--- config.mk ---
export PLATFORM = sky130hd
export DESIGN_NAME = flash_cmd_ctrl
export DESIGN_NICKNAME = d
export VERILOG_FILES = /design/src/rtl/flash_cmd_ctrl.sv
export SDC_FILE = /design/constraint.sdc
export NUM_CORES = 1
export LEC_CHECK = 0
export ABC_AREA = 1
export BUFFER_PORTS_ARGS = -buffer_cell sky130_fd_sc_hd__clkbuf_2
export CORE_ASPECT_RATIO = 0.6
export CORE_MARGIN = 2
export CORE_UTILIZATION = 50
export DETAILED_ROUTE_END_ITERATION = 8
export GPL_TIMING_DRIVEN = 0
export HOLD_SLACK_MARGIN = 0.03
export MAX_ROUTING_LAYER = met4
export PLACE_DENSITY_LB_ADDON = 0.2
export RECOVER_POWER = 25
export SLEW_MARGIN = 15
export SYNTH_ARGS = -nofsm -noshare
export SYNTH_HDL_FRONTEND = slang
export SYNTH_SLANG_ARGS = --single-unit
--- constraint.sdc ---
create_clock -name clk -period 4.39 [get_ports clk]
set_clock_uncertainty 0.2 [all_clocks]
set_input_delay 0 -clock clk [delete_from_list [all_inputs] [get_ports clk]]
set_output_delay 0 -clock clk [all_outputs]
set_load 0.01 [all_outputs]
--- src/rtl/flash_cmd_ctrl.sv ---
module flash_cmd_ctrl #(
  parameter int ADDR_W = 4,
  parameter int PROG_CYCLES = 8,
  parameter int ERASE_CYCLES = 20,
  parameter logic [31:0] STUCK_PATTERN = 32'h2A51_9C36
) (
  input  logic              clk,
  input  logic              rst_n,
  input  logic              ce_n,
  input  logic              oe_n,
  input  logic              we_n,
  input  logic              vpp_hi,
  input  logic [ADDR_W-1:0] addr,
  input  logic [7:0]        din,
  output logic [7:0]        dout,
  output logic              dout_en
);
  localparam int DEPTH = 1 << ADDR_W;
  localparam int CMAX  = (ERASE_CYCLES > PROG_CYCLES) ? ERASE_CYCLES : PROG_CYCLES;
  localparam int CNT_W = $clog2(CMAX + 1);

  typedef enum logic [2:0] {
    S_READ, S_SIG, S_ESET, S_ERASE, S_EVER, S_PSET, S_PROG, S_PVER
  } st_t;

  st_t st, nx;
  logic we_q, done;
  logic [ADDR_W-1:0] fall_a, lat_a;
  logic [7:0] lat_d, sel;
  logic [CNT_W-1:0] cnt;
  logic [7:0] mem [DEPTH];

  wire wr_ok   = !ce_n && vpp_hi;
  wire w_fall  = wr_ok && we_q && !we_n;
  wire w_rise  = wr_ok && !we_q && we_n;
  wire timed   = (st == S_ERASE) || (st == S_PROG);
  wire [CNT_W-1:0] last = (st == S_ERASE) ? CNT_W'(ERASE_CYCLES - 1) : CNT_W'(PROG_CYCLES - 1);
  wire lim_hit = timed && !done && (cnt == last);

  always_comb begin
    nx = st;
    if (w_rise) begin
      if (st == S_PSET) nx = S_PROG;
      else begin
        case (din)
          8'h90:   nx = S_SIG;
          8'h20:   nx = (st == S_ESET) ? S_ERASE : S_ESET;
          8'hA0:   nx = S_EVER;
          8'h40:   nx = S_PSET;
          8'hC0:   nx = S_PVER;
          default: nx = S_READ;
        endcase
      end
    end
  end

  always_ff @(posedge clk or negedge rst_n) begin
    if (!rst_n) begin
      st     <= S_READ;
      we_q   <= 1'b1;
      fall_a <= '0;
      lat_a  <= '0;
      lat_d  <= 8'hFF;
      cnt    <= '0;
      done   <= 1'b0;
    end else begin
      st   <= nx;
      we_q <= we_n;
      if (w_fall) fall_a <= addr;
      if (w_rise && (st == S_PSET || din == 8'hA0)) lat_a <= fall_a;
      if (w_rise && st == S_PSET) lat_d <= din;
      if (w_rise) begin
        cnt  <= '0;
        done <= 1'b0;
      end else if (lim_hit) done <= 1'b1;
      else if (timed && !done) cnt <= cnt + 1'b1;
    end
  end

  always_ff @(posedge clk or negedge rst_n) begin
    if (!rst_n) begin
      for (int i = 0; i < DEPTH; i++) mem[i] <= 8'hFF;
    end else begin
      for (int i = 0; i < DEPTH; i++) begin
        if (lim_hit && st == S_ERASE) mem[i] <= 8'hFF;
        else if (w_rise && st == S_ERASE && !done && !STUCK_PATTERN[i % 32]) mem[i] <= 8'hFF;
        else if (lim_hit && st == S_PROG && lat_a == ADDR_W'(i)) mem[i] <= mem[i] & lat_d;
      end
    end
  end

  always_comb begin
    case (st)
      S_SIG:          sel = addr[0] ? 8'hBD : 8'h31;
      S_EVER, S_PVER: sel = mem[lat_a];
      default:        sel = mem[addr];
    endcase
  end

  assign dout_en = !ce_n && !oe_n && we_n && !timed;
  assign dout    = dout_en ? sel : 8'h00;
endmodule

==> results of run 1 <==
-- cell type report --
cell class / count / area [um^2] / area share [%]
plain buffers: 93 / 443 / 3.82
clock buffers: 17 / 425 / 3.67
clock inverters: 15 / 140 / 1.21
inverters: 208 / 781 / 6.73
multi-input cells: 1178 / 5170 / 44.6
flip-flops and latches: 154 / 4030 / 34.7
well taps: 273 / 342 / 2.94
repair buffers: 39 / 277 / 2.38
-- registers in the layout, indices dropped and copies added, names as in the netlist --
| name | flops |
|---|---|
| st | 3 |
| mem | 128 |
| fall_a | 4 |
| lat_d | 8 |
| we_q | 1 |
| done | 1 |
| cnt | 5 |
| lat_a | 4 |
-- power groups by stage --
stage                     registers (mW)  logic (mW)  clock network [mW]
final                               1.54       0.376                1.49
after global routing                1.54       0.409                1.54
after CTS                           1.54       0.365                1.49
after detailed placement            1.56       0.353                   0
after global placement              1.56       0.343                   0
after floorplan                     1.53       0.215                   0
-- Yosys cell counts (3+ instances only) --
master,count,area (um^2)
nand4_1,23,144
a21oi_1,40,200
o21ai_1,62,310
nor2_1,79,297
inv_1,205,769
buf_4,11,82.6
o21ai_0,219,1100
buf_1,8,30.0
nand2_2,7,43.8
nand2_1,595,2230
nand3_2,5,50.1
nor3_1,5,25.0
buf_2,24,120
dfrtp_1,17,425
nand3_1,131,656
buf_6,3,33.8
clkbuf_1,47,176
nor2_4,3,33.8
dfstp_2,137,3600
-- cells by family after synthesis --
kind of cell	synth area share (%)
simple gates	33.7
compound gates	15.7
buf+inv	11.7
flops	38.6
xor+xnor	0.168
fa+ha+maj	0.120
-- timing repair --
item	4_1_cts	5_1_grt
hold buffers	14	0
endpoints found under the hold margin	103	0
resized for setup	0	0
-- worst max path at each step --
stage,from,endpoint,cells after the start
final,lat_a[0],dout[0],13
after global routing,lat_a[0],dout[0],13
after CTS,lat_a[0],dout[0],13
after detailed placement,lat_a[0],dout[0],13
after global placement,rst_n,lat_a[1],1
after floorplan,we_q,mem[102],8
-- stage by stage --
step	cells	worst slack (ps)
2_1_floorplan	1633	2380
3_5_place_dp	1931	1530
5_1_grt	1977	830
6_report	1977	834
4_1_cts	1977	1040
3_3_place_gp	1929	388
-- critical path, cell delays in order (launching register included) --
cell and delay, ps:
dfrtp_1 370, clkbuf_1 220, inv_1 120, clkbuf_1 620
clkbuf_1 520, nand2_1 80, o21ai_0 170, nand2_1 110
nand2_1 70, nand2_1 80, nand3_1 180, o21ai_0 90
nor2_1 120, clkbuf_2 140
-- metal layers --
layer | vias to the layer above | part of all wire [%] | GRT usage [%] | wire length (um)
met5 | - | 0 | - | 0
met4 | 0 | 2.4 | 13.2 | 1050
met3 | 64 | 17 | 19.3 | 7530
met2 | 800 | 38 | 54.1 | 16500
met1 | 5516 | 43 | 57.9 | 18900
li1 | 5281 | - | - | -
==> summary.md, run 1 <==
| Metric | Value |
|---|---|
| Starting density of the core | roughly half |
| Core ar. | ~20000 um^2 |
| Hold Path End | lat_d[3] |
| Combinational power share | 11.0% |
| Global route overflow | 0 |
| Sequential share of power | 45.3% |
| Commonest non-fill, non-tap cell in the layout | nand2_1 |
| Part of the power in the clock network | 43.7% |
| Hold Path Cell Cnt | 4 |
| Max Slew Vio Count | 83 |
| Post-Syn Instances | approximately 1600 |
| WHS | about 150 ps |
| Fillers | 1980 |
| CTS buffer count | 17 |
| Drt pass-1 iters | 6 |
| Routed WL | about 44 mm |
| Top FF cell, synth | dfstp_2 |
| CTS tree | yes |
| Worst hold path class | in -> reg |
| Final Cell Area | around 12000 um^2 |
| Worst R2R Start | lat_a[0] |
| Area grow syn2layout | 11.4% |
| Sw frac | around 30% |
| Fin. Hold Viols | 0 |
| Clk Tree Root Cell | clkbuf_16 |
| VDD IR max | 0.312 mV |
| MaxCap Viol Count | 1 |
| Postcts setup bufs | 0 |
| Clk_lat worst skew | around 440 ps |
| Remaining DRCs | 0 |
| Vias per cell | just under 6 |
| Critical R2R Capture | mem[94] |
| Die height | between 100 and 150 um |
| Fin crit period | around 3600 ps |
| DR WL/cell | 22.3 um |
| Post-synthesis sequential area ratio | between 30% and 40% |
| Power Density | 294 nW/um^2 |
| Slew margin rel. | -36.6% |
| Pint | ~2.4 mW |
| Initial antenna violation count | 0 |
| I/O Buffers | 23 |
| Worst slew pin tran | roughly 2000 ps |
| Die Span X | between 150 and 200 um |
| Startpoint types | flop |
| Outcome | finished, violations left |
| Worst R2R Path Depth | 9 |
| Failing checks | capacitance limit, slew limit |
| Area of placed instances | 10900 um^2 |
| Final setup fails | 0 |
| Post-synthesis area per instance | 6.38 um^2 |
| Pin count of the biggest net entering global routing | between 80 and 90 |
| Crit Path Max Fanout | 10 |
| Hold Startpoint | din[3] |
| CP arrival | about 3400 ps |
| Synth Register Bits | about 150 |
| Post-Syn Area | 10400 um^2 |
| First-pass GRT wire length | 64.8 mm |
| Yosys warns | 0 |
| Psw | between 1 and 1.5 mW |
| Final GP Congestion | between 1 and 1.5 |
| Routed Antenna Nets | 0 |
| Setup CP Type | reg -> out |
| Sum Neg Setup Slack | 0 ps |
| Clock transition at path regs | 70 ps |
| Net count after synthesis | 1652 |
| GR Util All Layers | between 40% and 50% |
| Final Util | about 57% |
| Number of H-tree levels | 4 |
| Most frequent cells in the layout | nand2_1, o21ai_0, inv_1 |
| Setup slack, reg-to-reg | approximately 1600 ps |
| CP Data Required Time | around 4200 ps |
| # IOs | 27 |
| Initial DRC Count | 1689 |
| Share of layout cells above drive strength 1 | 14.7% |
| Clock Path Buffers | 2 |
| Crit share post-route | about four fifths |
| Full die area | 22000 um^2 |
| Power Total | 3.41 mW |
| Inserted Diodes | 0 |
| Crit path capture type | output port |
| Synth unique cells | 29 |
| Final HPWL DP | between 30 and 40 mm |
| Clock Sinks | ~150 |
| Net count, final | roughly 1700 |
| Rows | 40 |
| Vias | between 10000 and 15000 |
| Ys async rst share | 100% |
| Vias in the first global route | 10400 |
| EDFF count, synth | 0 |
| RSZ-0062 raised after global routing | false |
| Leak | approximately 5.8 nW |
| Fmax | 281 MHz |
Note: power is estimated with default switching activity, not from simulation.
==> run 2, diff against run 1 <==
- ABC_AREA: 1 -> 0
- clock period: 4.39 -> 3 ns (I/O delays scaled with it)
==> summary.md, run 2 <==
| Metric | Value |
|---|---|
| Outcome | finished, violations left |
| Failing checks | capacitance limit, slew limit |
| Crit path capture type | output port |
| Final GP Congestion | 1.01 (-4.8%) |
| Slew margin rel. | -16.8% (+20 points) |
| Crit share post-route | 96.0% |
| Hold Path Cell Cnt | 3 (-1) |
| Net count, final | 838 (-51%) |
| Routed WL | 26.5 mm (-40%) |
| Initial antenna violation count | 0 (unchanged) |
| Yosys warns | 0 (unchanged) |
| Worst R2R Start | st[2] |
| Top reg by flops | mem |
| Pin count of the biggest net entering global routing | 86 (+3.6%) |
| CP arrival | 2680 ps (-680 ps) |
| Clock Sinks | 154 (unchanged) |
| Routing usage on met1 | 45.8% (-12 points) |
| Met3 usage | 11.7% (-7.6 points) |
| Synth unique cells | 48 (+66%) |
| Max Slew Vio Count | 70 (-16%) |
| CTS buffer count | 17 (unchanged) |
| Post-synth top cells | nand2_1, dfstp_2, o21ai_0 |
| Hold Path End | lat_d[3] |
| CTS tree | yes |
| Fin crit period | 2880 ps |
| Final Cell Area | 9470 um^2 (-18%) |
| Post-synthesis sequential area ratio | 48.7% (+10 points) |
| Hold Startpoint | din[3] |
| Rows | 36 (-10%) |
| Top flop regs | mem (128), lat_d (8), cnt (5) |
| Power Density | 490 nW/um^2 (+67%) |
| GR peak layer | met1 |
| Final HPWL DP | 18.5 mm (-41%) |
| Initial DRC Count | 882 (-48%) |
| Net count after synthesis | 775 (-53%) |
| Area of placed instances | 8680 um^2 (-21%) |
| RSZ-0062 raised after global routing | false |
| # IOs | 27 (unchanged) |
| Post-Syn Area | 8260 um^2 (-21%) |
| Vias | 6868 (-41%) |
| Final setup fails | 0 (unchanged) |
| First-pass GRT wire length | 40.4 mm (-38%) |
| Routed Antenna Nets | 0 (unchanged) |
| Largest register FFs | 128 (unchanged) |
| Global Route met2 Usage | 42.6% (-12 points) |
| Startpoint types | flop |
| Clock transition at path regs | 70 ps (about the same) |
| Core ar. | 16200 um^2 (-20%) |
| Inserted Diodes | 0 (unchanged) |
| VDD IR max | 0.315 mV (+1.1%) |
| Post-synth top area cell | dfstp_2 |
| Most frequent cell after synthesis | nand2_1 |
| Area occupied by multi-input gates | 3980 um^2 (-23%) |
| Vias in the first global route | 6832 (-34%) |
| Synth Register Bits | 154 (unchanged) |
| Top FF cell, synth | dfstp_2 |
| Vias per cell | 6.60 (+12%) |
| EDFF count, synth | 0 (unchanged) |
| Worst slew pin tran | 1750 ps (-296 ps) |
| Postcts setup bufs | 0 (unchanged) |
| Setup CP Type | reg -> out |
| Area grow syn2layout | 14.7% |
| Storage element area | 4030 um^2 (unchanged) |
| Remaining DRCs | 0 (unchanged) |
| Starting density of the core | 50.9% (-0.60 points) |
| Top-area cell type share of the netlist area | 43.6% (+9.0 points) |
| Full die area | 17600 um^2 (-20%) |
| Top cells by area in the synthesized netlist | dfstp_2, mux4_2, o21ai_0, nand2_1, mux2i_1 |
| Number of H-tree levels | 4 (unchanged) |
| Fmax | 347 MHz |
| I/O Buffers | 24 (+4.3%) |
| MaxCap Viol Count | 1 (unchanged) |
| Share of layout cells above drive strength 1 | 35.7% (+21 points) |
| Post-Syn Instances | 756 (-54%) |
| DR WL/cell | 25.5 um (+14%) |
| Ys async rst share | 100% (unchanged) |
| Power Total | 4.64 mW (+36%) |
| Worst R2R Path Depth | 7 (-2) |
| GR Util All Layers | 32.3% (-9.9 points) |
| Critical R2R Capture | mem[83] |
| Global route overflow | 0 (unchanged) |
| Die height | 104 um (-11%) |
| CP Data Required Time | 2800 ps (-1390 ps) |
| Clk_lat worst skew | 430 ps (about the same) |
| Fin. Hold Viols | 0 (unchanged) |
| Worst hold path class | in -> reg |
| Post-synthesis area per instance | 10.9 um^2 (+71%) |
| Leak | 3.87 nW (-33%) |
| Clock Path Buffers | 2 (unchanged) |
| Commonest non-fill, non-tap cell in the layout | nand2_1 |
| Crit Path Max Fanout | 10 (unchanged) |
| Fillers | 1329 (-33%) |
| Die Span X | 170 um (-11%) |
| Setup slack, reg-to-reg | 220 ps (-1340 ps) |
| Drt pass-1 iters | 6 (unchanged) |
| Most frequent cells in the layout | nand2_1, dfstp_2, o21ai_0 |
| Clk Tree Root Cell | clkbuf_16 |
run 2: worst max-delay path by stage:
stage                   from  endpoint  slack, ps
CTS                    st[0]   dout[3]         70
floorplan           lat_a[0]   dout[2]        880
detailed placement  lat_a[2]   mem[25]        130
finish              lat_a[0]   dout[7]        120
global placement       rst_n  lat_a[3]       -620
global route        lat_a[1]   dout[3]          2
run 2: timing repair:
action	4_1_cts	5_1_grt
gates resized for setup	6	5
endpoints found under the setup margin	6	6
hold buffers	18	0
hold endpoints to repair	107	0
gates cloned	0	0
run 2: metal layers:
| layer | part of all wire, % | wire, um |
|---|---|---|
| met5 | 0 | 0 |
| met2 | 42 | 11100 |
| met4 | 2.5 | 650 |
| met1 | 42 | 11200 |
| met3 | 13 | 3560 |
run 2: power by group:
part / leakage [nW] / total (mW) / internal, mW / switching, mW
Sequential: 1.65 / 2.14 / 2.12 / 0.0266
Combinational: 1.93 / 0.315 / 0.136 / 0.178
Clock: 0.283 / 2.19 / 1.24 / 0.943
run 2: final cells by class:
class / instances / share of cell area, %
flip-flops and latches: 154 / 42.5
multi-input cells: 546 / 42.0
clock buffers: 17 / 4.49
repair buffers: 45 / 3.58
well taps: 209 / 2.76
plain buffers: 48 / 2.63
clock inverters: 15 / 1.74
inverters: 7 / 0.277
run 2: cells by family after synthesis:
| group | synth area share, % |
|---|---|
| adder cells (fa/ha/maj) | 0.151 |
| flip-flops | 48.7 |
| AO/OA/AOI/OAI | 13.5 |
| buffers and inverters | 3.33 |
| multiplexers | 20.9 |
| AND/OR/NAND/NOR | 13.0 |
| XOR/XNOR | 0.424 |
run 2: through the flow:
step           utilization, %  hold WS [ps]  TNS [ps]  setup WS, ps  cells
2_1_floorplan               -          -496         0           881    756
3_3_place_gp             53.3         -77.1    -10240          -617    989
3_5_place_dp             53.5          -156         0           132    990
4_1_cts                  58.3           150         0          66.0   1039
5_1_grt                  58.4           181         0          2.19   1041
6_report                 58.4           182         0           120   1041
run 2: critical path, cell delays in order, from the launching register on:
cell,delay (ps)
dfrtp_1,410
buf_2,290
nor2_1,220
a22o_1,250
a221oi_1,220
a221oi_1,120
a2111oi_1,500
clkbuf_2,230
==> run 3, diff against run 2 <==
- MAX_ROUTING_LAYER: met4 -> unset
- REMOVE_ABC_BUFFERS: unset -> 1
==> summary.md, run 3 (synthesis results as in run 2) <==
| Metric | Value |
|---|---|
| I/O Buffers | 26 (+8.3%) |
| Fmax | 348 MHz (+0.15%) |
| DRT met1 WL | 10.7 mm (-4.5%) |
| Inserted Diodes | 0 (unchanged) |
| Number of H-tree levels | 4 (unchanged) |
| Commonest non-fill, non-tap cell in the layout | nand2_1 |
| Final HPWL DP | 15.9 mm (-14%) |
| VDD IR max | 0.341 mV (+8.1%) |
| Initial antenna violation count | 0 (unchanged) |
| Full die area | 17600 um^2 (unchanged) |
| Clock Path Buffers | 2 (unchanged) |
| Worst hold path class | in -> reg |
| Metal2 WL | 10.6 mm (-4.4%) |
| Area grow syn2layout | 13.0% |
| Leak | 3.79 nW (-2.0%) |
| Power Density | 493 nW/um^2 (+0.59%) |
| Starting density of the core | 50.9% (unchanged) |
| Clock transition at path regs | 70 ps (about the same) |
| Fin crit period | 2880 ps (-4.24 ps) |
| Fin. Hold Viols | 0 (unchanged) |
| DR WL/cell | 24.3 um (-4.5%) |
| Clock Sinks | 154 (unchanged) |
| Fillers | 1352 (+1.7%) |
| Die Span X | 170 um (unchanged) |
| CP arrival | 2680 ps (about the same) |
| Remaining DRCs | 0 (unchanged) |
| First-pass GRT wire length | 37.9 mm (-6.3%) |
| Worst slew pin tran | 1980 ps (+231 ps) |
| MaxCap Viol Count | 1 (unchanged) |
| Crit Path Max Fanout | 8 (-2) |
| Largest register FFs | 128 (unchanged) |
| Routed Antenna Nets | 0 (unchanged) |
| Failing checks | capacitance limit, slew limit |
| CP Data Required Time | 2800 ps (about the same) |
| CTS buffer count | 17 (unchanged) |
| Clk Tree Root Cell | clkbuf_16 |
| Vias in the first global route | 6440 (-5.7%) |
| Final setup fails | 0 (unchanged) |
| Die height | 104 um (unchanged) |
| Share of layout cells above drive strength 1 | 35.7% (+0.044 points) |
| Max Slew Vio Count | 83 (+19%) |
| Rows | 36 (unchanged) |
| Top reg by flops | mem |
| Net count, final | 795 (-5.1%) |
| RSZ-0062 raised after global routing | false |
| Crit path capture type | output port |
| Vias | 6466 (-5.9%) |
| Clk_lat worst skew | 440 ps (about the same) |
| Vias per cell | 6.48 (-1.8%) |
| Core ar. | 16200 um^2 (unchanged) |
| Crit share post-route | 95.8% (-0.14 points) |
| Initial DRC Count | 666 (-24%) |
| Routed WL | 24.3 mm (-8.5%) |
| Met3 wire len | 2.65 mm (-26%) |
| Setup CP Type | reg -> out |
| WHS | 64.3 ps (-118 ps) |
| Startpoint types | flop |
| Highest Signal Layer | met4 |
| # IOs | 27 (unchanged) |
| Pin count of the biggest net entering global routing | 83 (-3.5%) |
| Final GP Congestion | 0.905 (-10%) |
| Drt pass-1 iters | 5 (-1) |
| Top flop regs | mem (128), lat_d (8), cnt (5) |
| Outcome | finished, violations left |
| Most frequent cells in the layout | nand2_1, dfstp_2, o21ai_0 |
| Dpl ws | -224 ps (-356 ps) |
| CTS tree | yes |
| Global route overflow | 0 (unchanged) |
| Slew margin rel. | -32.2% (-15 points) |
| GR Util All Layers | 28.8% (-3.5 points) |
| Final worst setup slack | 125 ps (+4.24 ps) |
==> run 3: timing repair <==
item	in CTS	in global routing
resized for setup	6	5
endpoints found under the setup margin	7	6
pin swaps	0	0
setup buffers	1	2
endpoints found under the hold margin	94	0
hold buffers	16	0
==> run 3: critical path, cell delays in order, from the launching register on <==
cell	delay (ps)
dfrtp_1	500
nand2b_1	260
and3_1	290
or3_4	460
a211oi_1	380
a2111oi_1	160
clkbuf_2	190
==> run 3: report_power, final <==
group          switching, mW  internal (mW)  total, mW
clock network          0.975           1.18       2.16
registers             0.0276           2.12       2.14
logic                  0.173          0.128      0.301
total                   1.18           3.43       4.60
==> run 3: final timing paths <==
check | from | to | slack, ps | depth (start not counted)
min in group asynchronous | rst_n | mem[28] | 200 | 2
max in group asynchronous | rst_n | mem[109] | 830 | 3
worst max-delay path | st[0] | dout[4] | 120 | 6
worst max register to register | cnt[0] | mem[19] | 210 | 6
worst min register to register | mem[47] | mem[47] | 290 | 2
worst min-delay path | we_n | we_q | 60 | 2
==> run 3: layout make-up <==
cell class	instances	area [um^2]	share of cell area [%]
clock buffer	18	429	4.60
multi-input combinational	546	4010	43.0
inverter	7	26.3	0.281
tap	209	262	2.80
timing repair buffer	50	423	4.53
sequential	154	4030	43.2
clock inverter	14	153	1.64
==> run 3: per-layer routing <==
metal  up-vias  global-route usage, %
met1      3317                   43.5
met2       315                   40.8
met3        30                   9.09
met5         -                      0
li1       2804                      -
met4         0                   5.80
==> run 3: per-stage QoR <==
stage | std cells | power, mW | util (%) | TNS, ps | cell area [um^2]
global placement | 942 | 2.44 | 51.8 | -144580 | 8400
detailed placement | 947 | 2.45 | 52.8 | -624 | 8570
global route | 998 | 4.77 | 57.6 | 0 | 9340
finish | 998 | 4.60 | 57.6 | 0 | 9340
floorplan | 707 | 2.31 | - | -2320 | 8010
CTS | 996 | 4.62 | 57.5 | 0 | 9330
